$ cat src/rtl/spi_slave_status_pkg.sv
package spi_slave_status_pkg;

  localparam logic [1:0] ADDR_TX     = 2'd0;
  localparam logic [1:0] ADDR_RX     = 2'd1;
  localparam logic [1:0] ADDR_STATUS = 2'd2;
  localparam logic [1:0] ADDR_CTRL   = 2'd3;

  localparam int BIT_RXFULL  = 0;
  localparam int BIT_TXREADY = 1;
  localparam int BIT_MODEF   = 2;
  localparam int BIT_OVR     = 3;
  localparam int BIT_CSROSE  = 8;
  localparam int BIT_DRAINED = 9;
  localparam int BIT_UDR     = 10;
  localparam int BIT_FRAME   = 11;
  localparam int BIT_ENABLED = 16;

  localparam logic [31:0] STATUS_MASK = 32'h0001_0F0B;

  // control -> datapath
  typedef struct packed {
    logic enable;
    logic wrTx;
  } ctlStrobe_t;

  // datapath -> control
  typedef struct packed {
    logic rxLoad;
    logic freshLoad;
    logic underrun;
    logic csRise;
    logic frameErr;
    logic idleDone;
  } dpEvent_t;

endpackage

$ cat src/rtl/spi_slave_status_sync.sv
module spi_slave_status_sync #(
  parameter int   STAGES    = 2,
  parameter logic RESET_VAL = 1'b0
) (
  input  logic clk,
  input  logic rstN,
  input  logic d,
  output logic q
);
  logic [STAGES-1:0] chain;

  always_ff @(posedge clk or negedge rstN) begin
    if (!rstN) chain <= {STAGES{RESET_VAL}};
    else       chain <= {chain[STAGES-2:0], d};
  end

  assign q = chain[STAGES-1];
endmodule

$ cat src/rtl/spi_slave_status_dp.sv
module spi_slave_status_dp
  import spi_slave_status_pkg::*;
#(
  parameter int CHAR_BITS  = 8,
  parameter int GAP_CYCLES = 4,
  parameter int SYNC_STAGES = 2
) (
  input  logic                 clk,
  input  logic                 rstN,
  input  ctlStrobe_t           strb,
  input  logic [CHAR_BITS-1:0] txData,
  input  logic                 sclk,
  input  logic                 mosi,
  input  logic                 csN,
  output logic                 miso,
  output logic [CHAR_BITS-1:0] rxData,
  output logic                 txFull,
  output dpEvent_t             evt
);
  localparam int CNT_W = $clog2(CHAR_BITS + 1);
  localparam int GAP_W = $clog2(GAP_CYCLES + 1);
  localparam logic [CNT_W-1:0] LAST_BIT = CNT_W'(CHAR_BITS - 1);
  localparam logic [GAP_W-1:0] GAP_END  = GAP_W'(GAP_CYCLES);
  localparam int NPINS = 3;
  localparam logic [NPINS-1:0] PIN_IDLE = 3'b100; // {csN, mosi, sclk}

  logic [NPINS-1:0] pinRaw, pinSync;
  assign pinRaw = {csN, mosi, sclk};

  for (genvar g = 0; g < NPINS; g++) begin : gSync
    spi_slave_status_sync #(.STAGES(SYNC_STAGES), .RESET_VAL(PIN_IDLE[g])) uSync (
      .clk (clk),
      .rstN(rstN),
      .d   (pinRaw[g]),
      .q   (pinSync[g])
    );
  end

  logic sclkS, mosiS, csS;
  assign sclkS = pinSync[0];
  assign mosiS = pinSync[1];
  assign csS   = pinSync[2];

  logic sclkQ, csQ;
  logic [CHAR_BITS-1:0] txHold, txShift, lastTx, rxShift, rxHold;
  logic [CNT_W-1:0] bitCnt;
  logic [GAP_W-1:0] gapCnt;
  logic shiftBusy, staleLoad;

  logic en, active, sclkRise, sclkFall, csFall, csRiseRaw, charDone, loadNow;
  assign en        = strb.enable;
  assign active    = ~csS;
  assign sclkRise  = en & active & sclkS & ~sclkQ;
  assign sclkFall  = en & active & ~sclkS & sclkQ;
  assign csFall    = ~csS & csQ;
  assign csRiseRaw = csS & ~csQ;
  assign charDone  = sclkRise && (bitCnt == LAST_BIT);
  assign loadNow   = en && (csFall || charDone);

  always_ff @(posedge clk or negedge rstN) begin
    if (!rstN) begin
      sclkQ <= 1'b0;
      csQ   <= 1'b1;
    end else begin
      sclkQ <= sclkS;
      csQ   <= csS;
    end
  end

  // transmit holding register
  always_ff @(posedge clk or negedge rstN) begin
    if (!rstN) begin
      txHold <= '0;
      txFull <= 1'b0;
    end else if (!en) begin
      txFull <= 1'b0;
    end else if (strb.wrTx) begin
      txHold <= txData;
      txFull <= 1'b1;
    end else if (loadNow) begin
      txFull <= 1'b0;
    end
  end

  // shift register, outbound half
  always_ff @(posedge clk or negedge rstN) begin
    if (!rstN) begin
      txShift <= '0;
      lastTx  <= '0;
    end else if (loadNow) begin
      txShift <= txFull ? txHold : lastTx;
      if (txFull) lastTx <= txHold;
    end else if (sclkFall && bitCnt != '0) begin
      txShift <= {txShift[CHAR_BITS-2:0], 1'b0};
    end
  end

  // bit counter and load bookkeeping
  always_ff @(posedge clk or negedge rstN) begin
    if (!rstN) begin
      bitCnt    <= '0;
      shiftBusy <= 1'b0;
      staleLoad <= 1'b0;
    end else if (!en || csRiseRaw) begin
      bitCnt    <= '0;
      shiftBusy <= 1'b0;
      staleLoad <= 1'b0;
    end else begin
      if (csFall)        bitCnt <= '0;
      else if (sclkRise) bitCnt <= charDone ? '0 : bitCnt + 1'b1;
      if (loadNow) begin
        shiftBusy <= txFull;
        staleLoad <= ~txFull;
      end else if (sclkRise && bitCnt == '0) begin
        staleLoad <= 1'b0;
      end
    end
  end

  // shift register, inbound half
  always_ff @(posedge clk or negedge rstN) begin
    if (!rstN) begin
      rxShift <= '0;
      rxHold  <= '0;
    end else if (sclkRise) begin
      rxShift <= {rxShift[CHAR_BITS-2:0], mosiS};
      if (charDone) rxHold <= {rxShift[CHAR_BITS-2:0], mosiS};
    end
  end

  // drain gap counter
  always_ff @(posedge clk or negedge rstN) begin
    if (!rstN)                             gapCnt <= '0;
    else if (!en || txFull || shiftBusy)   gapCnt <= '0;
    else if (gapCnt != GAP_END)            gapCnt <= gapCnt + 1'b1;
  end

  assign miso   = txShift[CHAR_BITS-1];
  assign rxData = rxHold;

  always_comb begin
    evt.rxLoad    = charDone;
    evt.freshLoad = loadNow && txFull;
    evt.underrun  = sclkRise && (bitCnt == '0) && staleLoad;
    evt.csRise    = csRiseRaw;
    evt.frameErr  = en && csRiseRaw && (bitCnt != '0);
    evt.idleDone  = en && !txFull && !shiftBusy && (gapCnt == GAP_END);
  end
endmodule

$ cat src/rtl/spi_slave_status_ctl.sv
module spi_slave_status_ctl
  import spi_slave_status_pkg::*;
(
  input  logic        clk,
  input  logic        rstN,
  input  logic        busWe,
  input  logic        busRe,
  input  logic [1:0]  busAddr,
  input  logic        enBit,
  input  dpEvent_t    evt,
  output ctlStrobe_t  strb,
  output logic [31:0] statusWord
);
  logic en, enNext, ctrlWr, rdRx, rdStatus;
  logic rxFull, ovr, txReady, drained, csRose, udr, frameErr;

  assign ctrlWr   = busWe && busAddr == ADDR_CTRL;
  assign rdRx     = busRe && busAddr == ADDR_RX;
  assign rdStatus = busRe && busAddr == ADDR_STATUS;
  assign enNext   = ctrlWr ? enBit : en;

  always_comb begin
    strb.enable = en;
    strb.wrTx   = busWe && busAddr == ADDR_TX && en;
  end

  always_ff @(posedge clk or negedge rstN) begin
    if (!rstN) begin
      en       <= 1'b0;
      rxFull   <= 1'b0;
      ovr      <= 1'b0;
      txReady  <= 1'b0;
      drained  <= 1'b0;
      csRose   <= 1'b0;
      udr      <= 1'b0;
      frameErr <= 1'b0;
    end else begin
      en       <= enNext;
      rxFull   <= evt.rxLoad | (rxFull & ~rdRx);
      ovr      <= (evt.rxLoad & rxFull & ~rdRx) | (ovr & ~rdStatus);
      csRose   <= evt.csRise   | (csRose & ~rdStatus);
      udr      <= evt.underrun | (udr & ~rdStatus);
      frameErr <= evt.frameErr | (frameErr & ~rdStatus);

      if (!enNext)                 txReady <= 1'b0;
      else if (ctrlWr && !en)      txReady <= 1'b1;
      else if (strb.wrTx)          txReady <= 1'b0;
      else if (evt.freshLoad)      txReady <= 1'b1;

      if (!enNext)                 drained <= 1'b0;
      else if (strb.wrTx)          drained <= 1'b0;
      else if (evt.idleDone)       drained <= 1'b1;
    end
  end

  always_comb begin
    statusWord              = '0;
    statusWord[BIT_RXFULL]  = rxFull;
    statusWord[BIT_TXREADY] = txReady;
    statusWord[BIT_MODEF]   = 1'b0;
    statusWord[BIT_OVR]     = ovr;
    statusWord[BIT_CSROSE]  = csRose;
    statusWord[BIT_DRAINED] = drained;
    statusWord[BIT_UDR]     = udr;
    statusWord[BIT_FRAME]   = frameErr;
    statusWord[BIT_ENABLED] = en;
  end
endmodule

$ cat src/rtl/spi_slave_status.sv
module spi_slave_status
  import spi_slave_status_pkg::*;
#(
  parameter int CHAR_BITS  = 8,
  parameter int GAP_CYCLES = 4,
  parameter int BUS_W      = 16
) (
  input  logic             clk,
  input  logic             rstN,
  input  logic             busWe,
  input  logic             busRe,
  input  logic [1:0]       busAddr,
  input  logic [BUS_W-1:0] busWdata,
  output logic [31:0]      busRdata,
  input  logic             sclk,
  input  logic             mosi,
  input  logic             csN,
  output logic             miso
);
  ctlStrobe_t           strb;
  dpEvent_t             evt;
  logic [31:0]          statusWord;
  logic [CHAR_BITS-1:0] rxData;
  logic                 txFull;

  spi_slave_status_ctl uCtl (
    .clk       (clk),
    .rstN      (rstN),
    .busWe     (busWe),
    .busRe     (busRe),
    .busAddr   (busAddr),
    .enBit     (busWdata[0]),
    .evt       (evt),
    .strb      (strb),
    .statusWord(statusWord)
  );

  spi_slave_status_dp #(.CHAR_BITS(CHAR_BITS), .GAP_CYCLES(GAP_CYCLES)) uDp (
    .clk   (clk),
    .rstN  (rstN),
    .strb  (strb),
    .txData(busWdata[CHAR_BITS-1:0]),
    .sclk  (sclk),
    .mosi  (mosi),
    .csN   (csN),
    .miso  (miso),
    .rxData(rxData),
    .txFull(txFull),
    .evt   (evt)
  );

  always_comb begin
    case (busAddr)
      ADDR_RX:     busRdata = 32'(rxData);
      ADDR_STATUS: busRdata = statusWord;
      default:     busRdata = '0;
    endcase
  end
endmodule

$ cat config.mk
export PLATFORM = sky130hd
export DESIGN_NAME = spi_slave_status
export DESIGN_NICKNAME = d
export VERILOG_FILES = /design/src/rtl/spi_slave_status_pkg.sv /design/src/rtl/spi_slave_status_sync.sv /design/src/rtl/spi_slave_status_dp.sv /design/src/rtl/spi_slave_status_ctl.sv /design/src/rtl/spi_slave_status.sv
export SDC_FILE = /design/constraint.sdc
export NUM_CORES = 1
export LEC_CHECK = 0
export ABC_AREA = 1
export BUFFER_PORTS_ARGS = -buffer_cell sky130_fd_sc_hd__buf_4
export CORE_ASPECT_RATIO = 0.6
export CORE_MARGIN = 2
export CORE_UTILIZATION = 31
export CTS_BUF_LIST = sky130_fd_sc_hd__clkbuf_8
export CTS_CLUSTER_SIZE = 14
export DETAILED_ROUTE_END_ITERATION = 12
export HOLD_SLACK_MARGIN = 0.15
export MAX_ROUTING_LAYER = met4
export SLEW_MARGIN = 20
export SYNTH_ARGS = -nofsm -noshare
export SYNTH_HDL_FRONTEND = slang
export SYNTH_SLANG_ARGS = --single-unit
$ cat constraint.sdc
create_clock -name clk -period 1.9 [get_ports clk]
set_clock_uncertainty 0.2 [all_clocks]
set_input_delay 0.19 -clock clk [delete_from_list [all_inputs] [get_ports clk]]
set_output_delay 0.19 -clock clk [all_outputs]
set_load 0.005 [all_outputs]
==> out/results.tsv, run 1 <==
stage	metric	value	unit
outcome	status	complete, no violations	
yosys	synth_fa_ha_area_share	3.240	%
finish	layout-area-overhead-vs-synth	25.84	%
global_route	grt_pass1_wl	10.43	mm
setup_path	startpoint_type	primary input	
placed_design	dpl.hpwl	4.405	mm
global_route	overflow	0	
sta	maxSlewHeadroom	63.90	%
setup_path	r2r_cells	7	
yosys	muxShareOfSynthArea	2.552	%
yosys	yosys.area_share.xor_xnor	0.2835	%
drt	detailedRoute.firstIterationViolations	82	
setup_path	cp-endpoint	uCtl.drained	
floorplanning	die_h	81.33	µm
yosys	synth-seq-cells	65	
drt	vias_per_cell	4.250	
floorplanning	core.rowCount	28	
power	finalPower	3967	µW
power	pwr-share-seq	45.2	%
power	internal_power	2885	µW
yosys	synth_top_family_by_area	simple AND/OR/NAND/NOR gates	
yosys	netlist_instances	349	
placed_design	dp_slack	0.1155	ns
drt	drt_pre_antenna_iters	4	
sta	finalMaxSlewViolations	0	
power	p_comb_share	18.6	%
sta	hold_viol_final	0	
yosys	synth-async-reset-ratio	100.0	%
global_route	grt_max_degree	52	
yosys	netlist.area_leader.share	50.22	%
yosys	syn_area	0.003089	mm²
finish	layout.nets	442	
floorplanning	initial_utilization	31.61	%
power	clockPowerShare	36.2	%
sta	timing.setup.tns	0	ns
cts	htreeDepth	3	
drt	drtAntennaViolNets	0	
floorplanning	ios	58	
job	cap_violations	0	
power	ir_drop	478.5	µV
cts	cts.sinks	65	
yosys	ys_seq_area_share	52.77	%
yosys	yosys.area_share.simple	19.40	%
yosys	synth_edf_count	0	
setup_path	critical_path_required	1.98	ns
floorplanning	core	0.009774	mm²
global_route	grt_pass1_vias	2224	
yosys	syn_area_per_cell	8.852	µm²
sta	fmax	568.4	MHz
drt	wirelength	6.303	mm
placed_design	port_buffers	30	
cts	clkTransAtPathRegs	0.07	ns
yosys	yosys.area.top_type	dfrtp_1	
setup_path	critPathCaptureType	flip-flop	
drt	wl_per_cell	11.48	µm
floorplanning	dieArea	0.01081	mm²
finish	diodes	0	
cts	root_buffer	clkbuf_8	
yosys	synth.distinct_cells	28	
yosys	synth.most_common_cell	nand2_1	
setup_path	crit_type	primary input to flip-flop	
power	switchingPower	1082	µW
cts	worst_skew_pair.late_latency	0.36	ns
sta	rsz0062_at_grt	no	
sta	setup_slack	0.1405	ns
sta	period_share	92.60	%
setup_path	r2r_start	uDp.bitCnt[0]	
yosys	ys_top_cells_by_count	nand2_1, dfrtp_1, inv_1, o21ai_0, nand3_1	
floorplanning	chipWidth	132.9	µm
global_route	antenna_found_initial	0	
sta	post-route-min-period	1.759	ns
sta	worst_pin_slew	0.5397	ns
finish	drive_above_1_share	18.36	%
cts	numCtsBuffers	9	
setup_path	critPathLaunch	busWe	
cts	tritoncts	built	
setup_path	reg2reg_to	uCtl.txReady	
yosys	synth_compound_area_share	9.356	%
cts	clockBufferDepth	2	
setup_path	r2r_slack	0.14	ns
power	sw_frac_of_total	27.28	%
placed_design	gp_congestion	0.8280	
setup_path	path_max_fanout	4	
power	p_leak	0.001964	µW
yosys	yosysWarnings	0	
global_route	track_usage	13.40	%
yosys	synth_ff_type	dfrtp_1	
sta	setup_violations	0	
drt	vias	2333	
power	power.density	1021	mW/mm²
drt	drc	0	
yosys	synth.area.top_cells	dfrtp_1, nand2_1, o21ai_0	
setup_path	cp.arrival	1.84	ns
worst_hold_path	hold_class	flip-flop to flip-flop	
final cells by class:
class,instances,area (µm²)
clock buffers,10,137.6
clock inverters,6,105.1
fillers,1007,5887
inverters,53,198.9
multi-input cells,222,1150
flip-flops and latches,65,1630
well taps,135,168.9
repair buffers,58,496.7
stage by stage:
step                      instance area (µm²)  util [%]  instances  hold WS, ns
after detailed placement                 3451     35.30        514      -0.1428
final                                    3887     39.77        549       0.1522
after global placement                   3451     35.30        514      -0.1459
after global routing                     3887     39.77        549       0.1599
after floorplan                          3157         -        367      -0.3056
after CTS                                3874     39.63        548       0.1533
power groups by stage:
stage                     registers, µW  logic, µW  clock network [µW]
after floorplan                    1780        517                   0
after global placement             1800        679                   0
after detailed placement           1820        707                   0
after CTS                          1790        744                1490
after global routing               1820        861                1540
final                              1790        739                1440
cell families after synthesis:
logic type | Yosys count
xor+xnor | 1
buf+inv | 80
mux | 7
other cells | 1
flops | 65
compound gates | 54
simple gates | 133
fa+ha+maj | 8
what timing repair did:
item,CTS,global route
resized for setup,0,2
setup endpoints to repair,0,7
hold buffers,18,0
endpoints found under the hold margin,85,0
setup buffers,0,1
worst min-delay path by stage:
stage                                start                          end  cells after the start  slack (ns)
2_1_floorplan                         rstN                  uCtl.csRose                      0       -0.31
3_3_place_gp                          rstN                uDp.txHold[4]                      1       -0.15
3_5_place_dp                          rstN                uDp.txHold[4]                      1       -0.14
4_1_cts        uDp.gSync[1].uSync.chain[0]  uDp.gSync[1].uSync.chain[1]                      0        0.15
5_1_grt        uDp.gSync[2].uSync.chain[0]  uDp.gSync[2].uSync.chain[1]                      0        0.16
6_report       uDp.gSync[1].uSync.chain[0]  uDp.gSync[1].uSync.chain[1]                      0        0.15
metal layers:
| metal | track usage, % | vias to the layer above | routed length, µm |
|---|---|---|---|
| met2 | 19.43 | 47 | 2781 |
| met3 | 5.119 | 9 | 365 |
| met1 | 16.88 | 1084 | 3066 |
| met5 | - | - | 0 |
| li1 | - | 1193 | - |
| met4 | 5.484 | 0 | 90 |
sequential cells by signal (all words and copies together), names as in the netlist, 3 cells and up:
| signal | cells |
|---|---|
| uDp.gapCnt | 3 |
| uDp.txHold | 8 |
| uDp.gSync.uSync.chain | 6 |
| uDp.rxShift | 7 |
| uDp.txShift | 8 |
| uDp.rxData | 8 |
| uDp.bitCnt | 4 |
| uDp.lastTx | 8 |
worst max-delay path: stages:
cell	delay, ns
dlygate4sd3_1	0.53
buf_4	0.13
a21oi_1	0.06
a31oi_1	0.13
dlygate4sd3_1	0.59
nand2_1	0.08
a21oi_1	0.12
placed cells by master, fill, tap and decap left out, types with 2 or more instances in the layout:
cell / instances
or2_2: 2
nand3_1: 33
nor2_1: 9
ha_1: 8
dlygate4sd3_1: 18
clkinv_2: 3
nand3b_1: 2
bufinv_16: 3
conb_1: 19
clkbuf_8: 10
a31oi_1: 2
inv_1: 52
o21ai_1: 2
buf_4: 38
nand2_4: 2
nand2_1: 79
dfstp_2: 3
o21ai_0: 42
a21oi_1: 6
mux2_2: 7
dfrtp_1: 62
(Power assumes the default switching activity.)
==> inputs of run 2 (changes only) <==
- ABC_AREA: 1 -> default
- CORE_MARGIN: 2 -> 4
==> out/results.tsv, run 2 <==
stage	metric	value	unit	change
outcome	status	complete, no violations		
setup_path	path_max_fanout	12		+8
setup_path	critPathTopFamily	flip-flops		
job	cap_violations	0		unchanged
finish	drive_above_1_share	26.20	%	+7.8 points
power	p_leak	0.001865	µW	-5.0%
yosys	synth.most_common_cell	dfrtp_1		
yosys	syn_area_per_cell	11.35	µm²	+28%
setup_path	crit_path_max_incr_delay	0.39	ns	-0.20 ns
cts	tritoncts	built		
yosys	synth.area.top_cells	dfrtp_1, mux2_2, mux2i_1		
drt	drt_pre_antenna_iters	4		unchanged
cts	worst_skew_pair.late_latency	0.35	ns	about the same
yosys	netlist_instances	267		-23%
global_route	grt_pass1_wl	10.55	mm	+1.2%
yosys	synth_ff_type	dfrtp_1		
global_route	track_usage	12.38	%	-1.0 points
setup_path	critPathCaptureType	flip-flop		
global_route	overflow	0		unchanged
drt	vias_per_cell	4.396		+3.4%
global_route	top_usage_layer	met1		
global_route	antenna_found_initial	0		unchanged
placed_design	port_buffers	30		unchanged
placed_design	dpl.cell_count	430		-16%
sta	setup_violations	0		unchanged
setup_path	startpoint_type	flip-flop		
drt	wl_per_cell	13.45	µm	+17%
sta	hold_viol_final	0		unchanged
placed_design	gp_congestion	0.8119		-1.9%
placed_design	dpl.hpwl	4.639	mm	+5.3%
sta	fmax	553.0	MHz	-2.7%
global_route	met1_usage	17.41	%	+0.53 points
setup_path	crit_type	flip-flop to flip-flop		
drt	drc	0		unchanged
setup_path	path_cells	ha_1, nand3b_1, buf_6, nor2_4, buf_12, mux2_2		
yosys	yosys.area.top_type	dfrtp_1		
cts	cts.sinks	65		unchanged
cts	htreeDepth	3		unchanged
cts	clkTransAtPathRegs	0.07	ns	about the same
sta	period_share	95.18	%	+2.6 points
cts	root_buffer	clkbuf_8		
floorplanning	dieArea	0.01148	mm²	+6.2%
power	finalPower	3869	µW	-2.5%
global_route	grt_pass1_vias	2061		-7.3%
cts	numCtsBuffers	9		unchanged
yosys	netlist.area_leader.share	51.18	%	+0.95 points
floorplanning	chipWidth	135.7	µm	+2.1%
yosys	synth.distinct_cells	42		+50%
finish	diodes	0		unchanged
worst_hold_path	hold_class	flip-flop to flip-flop		
yosys	synth-seq-cells	65		unchanged
finish	layout.nets	360		-19%
finish	instances_no_fill	462		-16%
yosys	yosysWarnings	0		unchanged
setup_path	crit_slowest_cell	dfrtp_1		
yosys	ys_seq_area_share	53.78	%	+1.0 points
sta	setup_slack	0.09160	ns	-0.04894 ns
floorplanning	ios	58		unchanged
floorplanning	die_h	84.60	µm	+4.0%
drt	wirelength	6.214	mm	-1.4%
sta	finalMaxSlewViolations	0		unchanged
global_route	grt_use_met2	16.20	%	-3.2 points
placed_design	dp_slack	0.003857	ns	-0.1117 ns
placed_design	post_dp_cell_area	0.003433	mm²	-0.51%
global_route	grt_max_degree	31		-40%
finish	most-common-layout-cells	dfrtp_1, buf_4, nand2_1, conb_1, mux2i_1		
drt	drtAntennaViolNets	0		unchanged
finish	mostFrequentLayoutCell	dfrtp_1		
sta	post-route-min-period	1.808	ns	+0.04894 ns
floorplanning	core.rowCount	27		-3.6%
yosys	ys_top_cells_by_count	dfrtp_1, nand2_1, buf_4, mux2i_1, mux2_2		
setup_path	critical_path_required	1.94	ns	-0.04 ns
drt	vias	2031		-13%
yosys	syn_area	0.003032	mm²	-1.9%
global_route	gr-usage-met3	4.671	%	-0.45 points
setup_path	worst-path-buf-inv	2		-1
yosys	synth-async-reset-ratio	100.0	%	unchanged
finish	layout-area-overhead-vs-synth	27.28	%	
finish	finalInstanceArea	0.003859	mm²	-0.74%
finish	fill_cells	890		-12%
yosys	synth_edf_count	0		unchanged
sta	timing.setup.tns	0	ns	unchanged
power	power.density	1003	mW/mm²	-1.8%
cts	clockBufferDepth	2		unchanged
setup_path	cp.arrival	1.85	ns	about the same
power	ir_drop	448.0	µV	-6.4%
drt	detailedRoute.firstIterationViolations	71		-13%
floorplanning	initial_utilization	32.40	%	+0.79 points
floorplanning	core	0.009358	mm²	-4.3%
## run 2: cell count changes after synthesis, sizes merged, moves of 6 or more
cell / delta
a21boi: +7
and2: +6
and3: +6
buf: +7
clkbuf: -6
inv: -45
mux2: +10
mux2i: +17
nand2: -42
nand3: -23
o21a: +7
o21ai: -40
## run 2: through the flow
stage / utilization [%] / hold slack (ns)
floorplan: - / -0.3056
global placement: 36.69 / -0.1123
detailed placement: 36.69 / -0.1062
CTS: 40.83 / 0.1505
global route: 41.24 / 0.1603
finish: 41.24 / 0.1490
## run 2: report_power, final
group,switching (µW),internal (µW),total [µW],leakage (µW)
Sequential,187,1680,1870,0.000813
Combinational,317,355,672,0.000937
Clock,523,805,1330,0.000115
## run 2: worst reg2reg max path, delay by kind of cell (launching register included)
family / cells / cell delay (ns)
flip-flops: 1 / 0.39
multiplexers: 1 / 0.34
buffers and inverters: 2 / 0.32
AND/OR/NAND/NOR: 2 / 0.27
adder cells (fa/ha/maj): 1 / 0.18
## run 2: timing repair
item	CTS	global route
hold buffers	15	1
buffers inserted	0	1
setup endpoints to repair	2	32
endpoints found under the hold margin	85	17
gates cloned	0	0
gates resized for setup	2	8
## run 2: cell families (layout without fill, tap and decap cells)
group | after synthesis | in the layout | share of synthesized area (%)
compound gates | 33 | 33 | 7.758
xor+xnor | 2 | 2 | 0.5779
fa+ha+maj | 8 | 8 | 3.302
buf+inv | 36 | 83 | 7.222
flops | 65 | 65 | 53.78
mux | 34 | 34 | 11.93
other cells | 1 | 19 | 0.1237
simple gates | 88 | 88 | 15.31
## run 2: path summary, 6_finish.rpt
kind	start	endpoint	slack, ns	cells past startpoint
max in group asynchronous	rstN	uDp.gSync[2].uSync.chain[1]	0.31	4
worst min-delay path	uDp.gSync[0].uSync.chain[0]	uDp.gSync[0].uSync.chain[1]	0.15	0
worst max-delay path	uDp.bitCnt[0]	uDp.rxData[5]	0.09	6
worst min register to register	uDp.gSync[0].uSync.chain[0]	uDp.gSync[0].uSync.chain[1]	0.15	0
worst max register to register	uDp.bitCnt[0]	uDp.rxData[5]	0.09	6
min in group asynchronous	rstN	uDp.txHold[7]	0.60	3
## run 2: layer usage
layer  vias up  part of all wire (%)
met5         -                     0
met4         0                   1.0
met3         6                   4.9
met2        37                    41
met1       978                    53
li1       1010                     -
## run 2: final cells by class
cell class / count / area, µm² / area share [%]
Sequential cell: 65 / 1630 / 42.25
Multi-Input combinational cell: 184 / 1285 / 33.30
Timing Repair Buffer: 59 / 521.8 / 13.52
Tap cell: 130 / 162.7 / 4.215
Clock buffer: 11 / 151.4 / 3.923
Clock inverter: 5 / 77.57 / 2.010
Inverter: 8 / 30.03 / 0.7782
==> inputs of run 3 (changes only) <==
- SYNTH_HIERARCHICAL: default -> 1
==> out/results.tsv, run 3 <==
stage	metric	value	unit	change
floorplanning	core	0.01067	mm²	+14%
sta	setup_violations	0		unchanged
floorplanning	die_h	89.39	µm	+5.7%
drt	vias	2249		+11%
power	p_leak	0.002074	µW	+11%
setup_path	startpoint_type	flip-flop		
finish	fill_cells	1039		+17%
sta	hold_viol_final	0		unchanged
cts	clkTransAtPathRegs	0.07	ns	about the same
setup_path	cp_common_cell	mux2i_1		
setup_path	cp.arrival	1.84	ns	about the same
yosys	synth_ff_type	dfrtp_1		
global_route	antenna_found_initial	0		unchanged
sta	period_share	96.13	%	+0.95 points
global_route	track_usage	11.33	%	-1.1 points
finish	layout.nets	406		+13%
finish	drive_above_1_share	32.89	%	+6.7 points
cts	htreeDepth	3		unchanged
cts	root_buffer	clkbuf_8		
drt	detailedRoute.firstIterationViolations	139		+96%
setup_path	r2r_slack	0.07	ns	-0.02 ns
power	ir_drop	415.2	µV	-7.3%
cts	worst_skew_pair.late_latency	0.34	ns	about the same
global_route	grt_max_degree	31		unchanged
sta	worst_pin_slew	0.7423	ns	
yosys	yosys.area.top_type	dfrtp_1		
placed_design	post_dp_cell_area	0.003730	mm²	+8.6%
global_route	overflow	0		unchanged
placed_design	dpl.hpwl	4.765	mm	+2.7%
yosys	synth.area.top_cells	dfrtp_1, buf_4, mux2i_1		
placed_design	port_buffers	30		unchanged
yosys	ys_seq_area_share	47.64	%	-6.1 points
finish	finalInstanceArea	0.004252	mm²	+10%
setup_path	path_cells	inv_1, ha_1, or3b_4, nand2_8, mux2i_1, mux2i_1		
yosys	synth.distinct_cells	52		+24%
yosys	yosysWarnings	6		+6
drt	vias_per_cell	4.333		-1.4%
cts	numCtsBuffers	9		unchanged
finish	mostFrequentLayoutCell	dfrtp_1		
power	power.density	878.2	mW/mm²	-12%
yosys	ys_top_cells_by_count	dfrtp_1, buf_4, nand2_1, mux2i_1, nor2_1		
cts	tritoncts	built		
global_route	grt_pass1_wl	10.83	mm	+2.7%
drt	drt_pre_antenna_iters	4		unchanged
yosys	syn_area	0.003422	mm²	+13%
finish	layout-area-overhead-vs-synth	24.24	%	
sta	hold_ws	0.1510	ns	+0.001987 ns
floorplanning	chipWidth	143.6	µm	+5.9%
floorplanning	core.rowCount	29		+7.4%
drt	wl_per_cell	12.86	µm	-4.4%
worst_hold_path	hold_class	flip-flop to flip-flop		
sta	finalMaxSlewViolations	0		unchanged
cts	clockBufferDepth	2		unchanged
placed_design	gp_congestion	0.7638		-5.9%
outcome	status	complete, no violations		
yosys	synth-async-reset-ratio	100.0	%	unchanged
setup_path	path_max_fanout	8		-4
yosys	syn_area_per_cell	10.83	µm²	-4.6%
job	cap_violations	0		unchanged
yosys	netlist.area_leader.share	45.34	%	-5.8 points
sta	fmax	547.5	MHz	-0.99%
finish	diodes	0		unchanged
floorplanning	initial_utilization	32.08	%	-0.32 points
yosys	synth_edf_count	0		unchanged
drt	wirelength	6.675	mm	+7.4%
floorplanning	ios	58		unchanged
setup_path	crit_slowest_cell	or3b_4		
sta	rsz0062_at_grt	no		
drt	drtAntennaViolNets	0		unchanged
yosys	netlist_instances	316		+18%
sta	post-route-min-period	1.826	ns	+0.01809 ns
setup_path	critical_path_required	1.91	ns	-0.03 ns
setup_path	critPathCaptureType	flip-flop		
floorplanning	dieArea	0.01284	mm²	+12%
finish	most-common-layout-cells	dfrtp_1, buf_4, nand2_1, conb_1, mux2i_1		
yosys	synth.most_common_cell	dfrtp_1		
sta	maxSlewHeadroom	50.51	%	
yosys	synth-seq-cells	65		unchanged
setup_path	crit_path_max_incr_delay	0.42	ns	+0.03 ns
drt	drc	0		unchanged
global_route	grt_pass1_vias	2163		+4.9%
setup_path	crit_type	flip-flop to flip-flop		
cts	cts.sinks	65		unchanged
==> run 3: what timing repair did <==
item,CTS,global route
resized for setup,5,9
hold endpoints to repair,85,1
endpoints found under the setup margin,10,38
setup buffers,0,1
pin swaps,0,2
hold buffers,21,1
==> run 3: stage by stage <==
| step | power (µW) | setup slack [ns] | std cells | util, % | TNS [ns] |
|---|---|---|---|---|---|
| final | 3734 | 0.07352 | 519 | 39.85 | 0 |
| after global routing | 3961 | 0.0008915 | 519 | 39.85 | 0 |
| after CTS | 3777 | 0.003960 | 517 | 39.23 | 0 |
| after detailed placement | 2421 | -0.06046 | 480 | 34.96 | -0.3754 |
| after global placement | 2386 | -0.01037 | 480 | 34.96 | -0.02962 |
| after floorplan | 2245 | 0.01882 | 339 | - | 0 |
==> run 3: layer usage <==
metal  routed length, µm  GRT usage (%)
met1                3319          14.79
met4                  63          3.590
met2                2939          16.53
met5                   0              -
met3                 352          4.009
==> run 3: cell type report <==
class	instances	area, µm²	share of cell area [%]
sequential	65	1632	38.38
clock buffer	11	151.4	3.561
inverter	11	41.29	0.9712
multi-input combinational	217	1579	37.14
tap	139	173.9	4.091
timing repair buffer	71	603.1	14.18
clock inverter	5	71.32	1.677
==> run 3: worst paths after layout <==
path / endpoint / start / cells past startpoint
max: uDp/txShift[4] / uDp/bitCnt[0] / 6
min in group asynchronous: uDp/lastTx[2] / rstN / 3
max reg2reg: uDp/txShift[4] / uDp/bitCnt[0] / 6
min: uDp/gSync[1].uSync/chain[1] / uDp/gSync[1].uSync/chain[0] / 0
min reg2reg: uDp/gSync[1].uSync/chain[1] / uDp/gSync[1].uSync/chain[0] / 0
max in group asynchronous: uDp/gSync[1].uSync/chain[1] / rstN / 3
==> run 3: cells by family after synthesis <==
| logic type | count (synthesis) | share of synthesized area, % |
|---|---|---|
| adders and majority gates | 6 | 2.194 |
| xor gates and xnor gates | 2 | 0.5120 |
| muxes | 40 | 12.32 |
| buffers and inverters | 57 | 10.71 |
| DFF | 65 | 47.64 |
| AOI/OAI and AO/OA | 36 | 8.519 |
| other | 1 | 0.1096 |
| and+or+nand+nor | 109 | 17.99 |
==> run 3: worst max-delay path: cells and delay by family (launching register included) <==
kind          cells  cell delay (ns)
mux               2             0.33
buf+inv           1             0.07
flops             1             0.41
fa+ha+maj         1             0.15
simple gates      2             0.54
==> run 3: power breakdown <==
| group | internal [µW] | leakage, µW | switching (µW) |
|---|---|---|---|
| clock network | 797 | 0.000123 | 491 |
| registers | 1640 | 0.000818 | 154 |
| logic | 339 | 0.00113 | 312 |
| total | 2780 | 0.00207 | 957 |
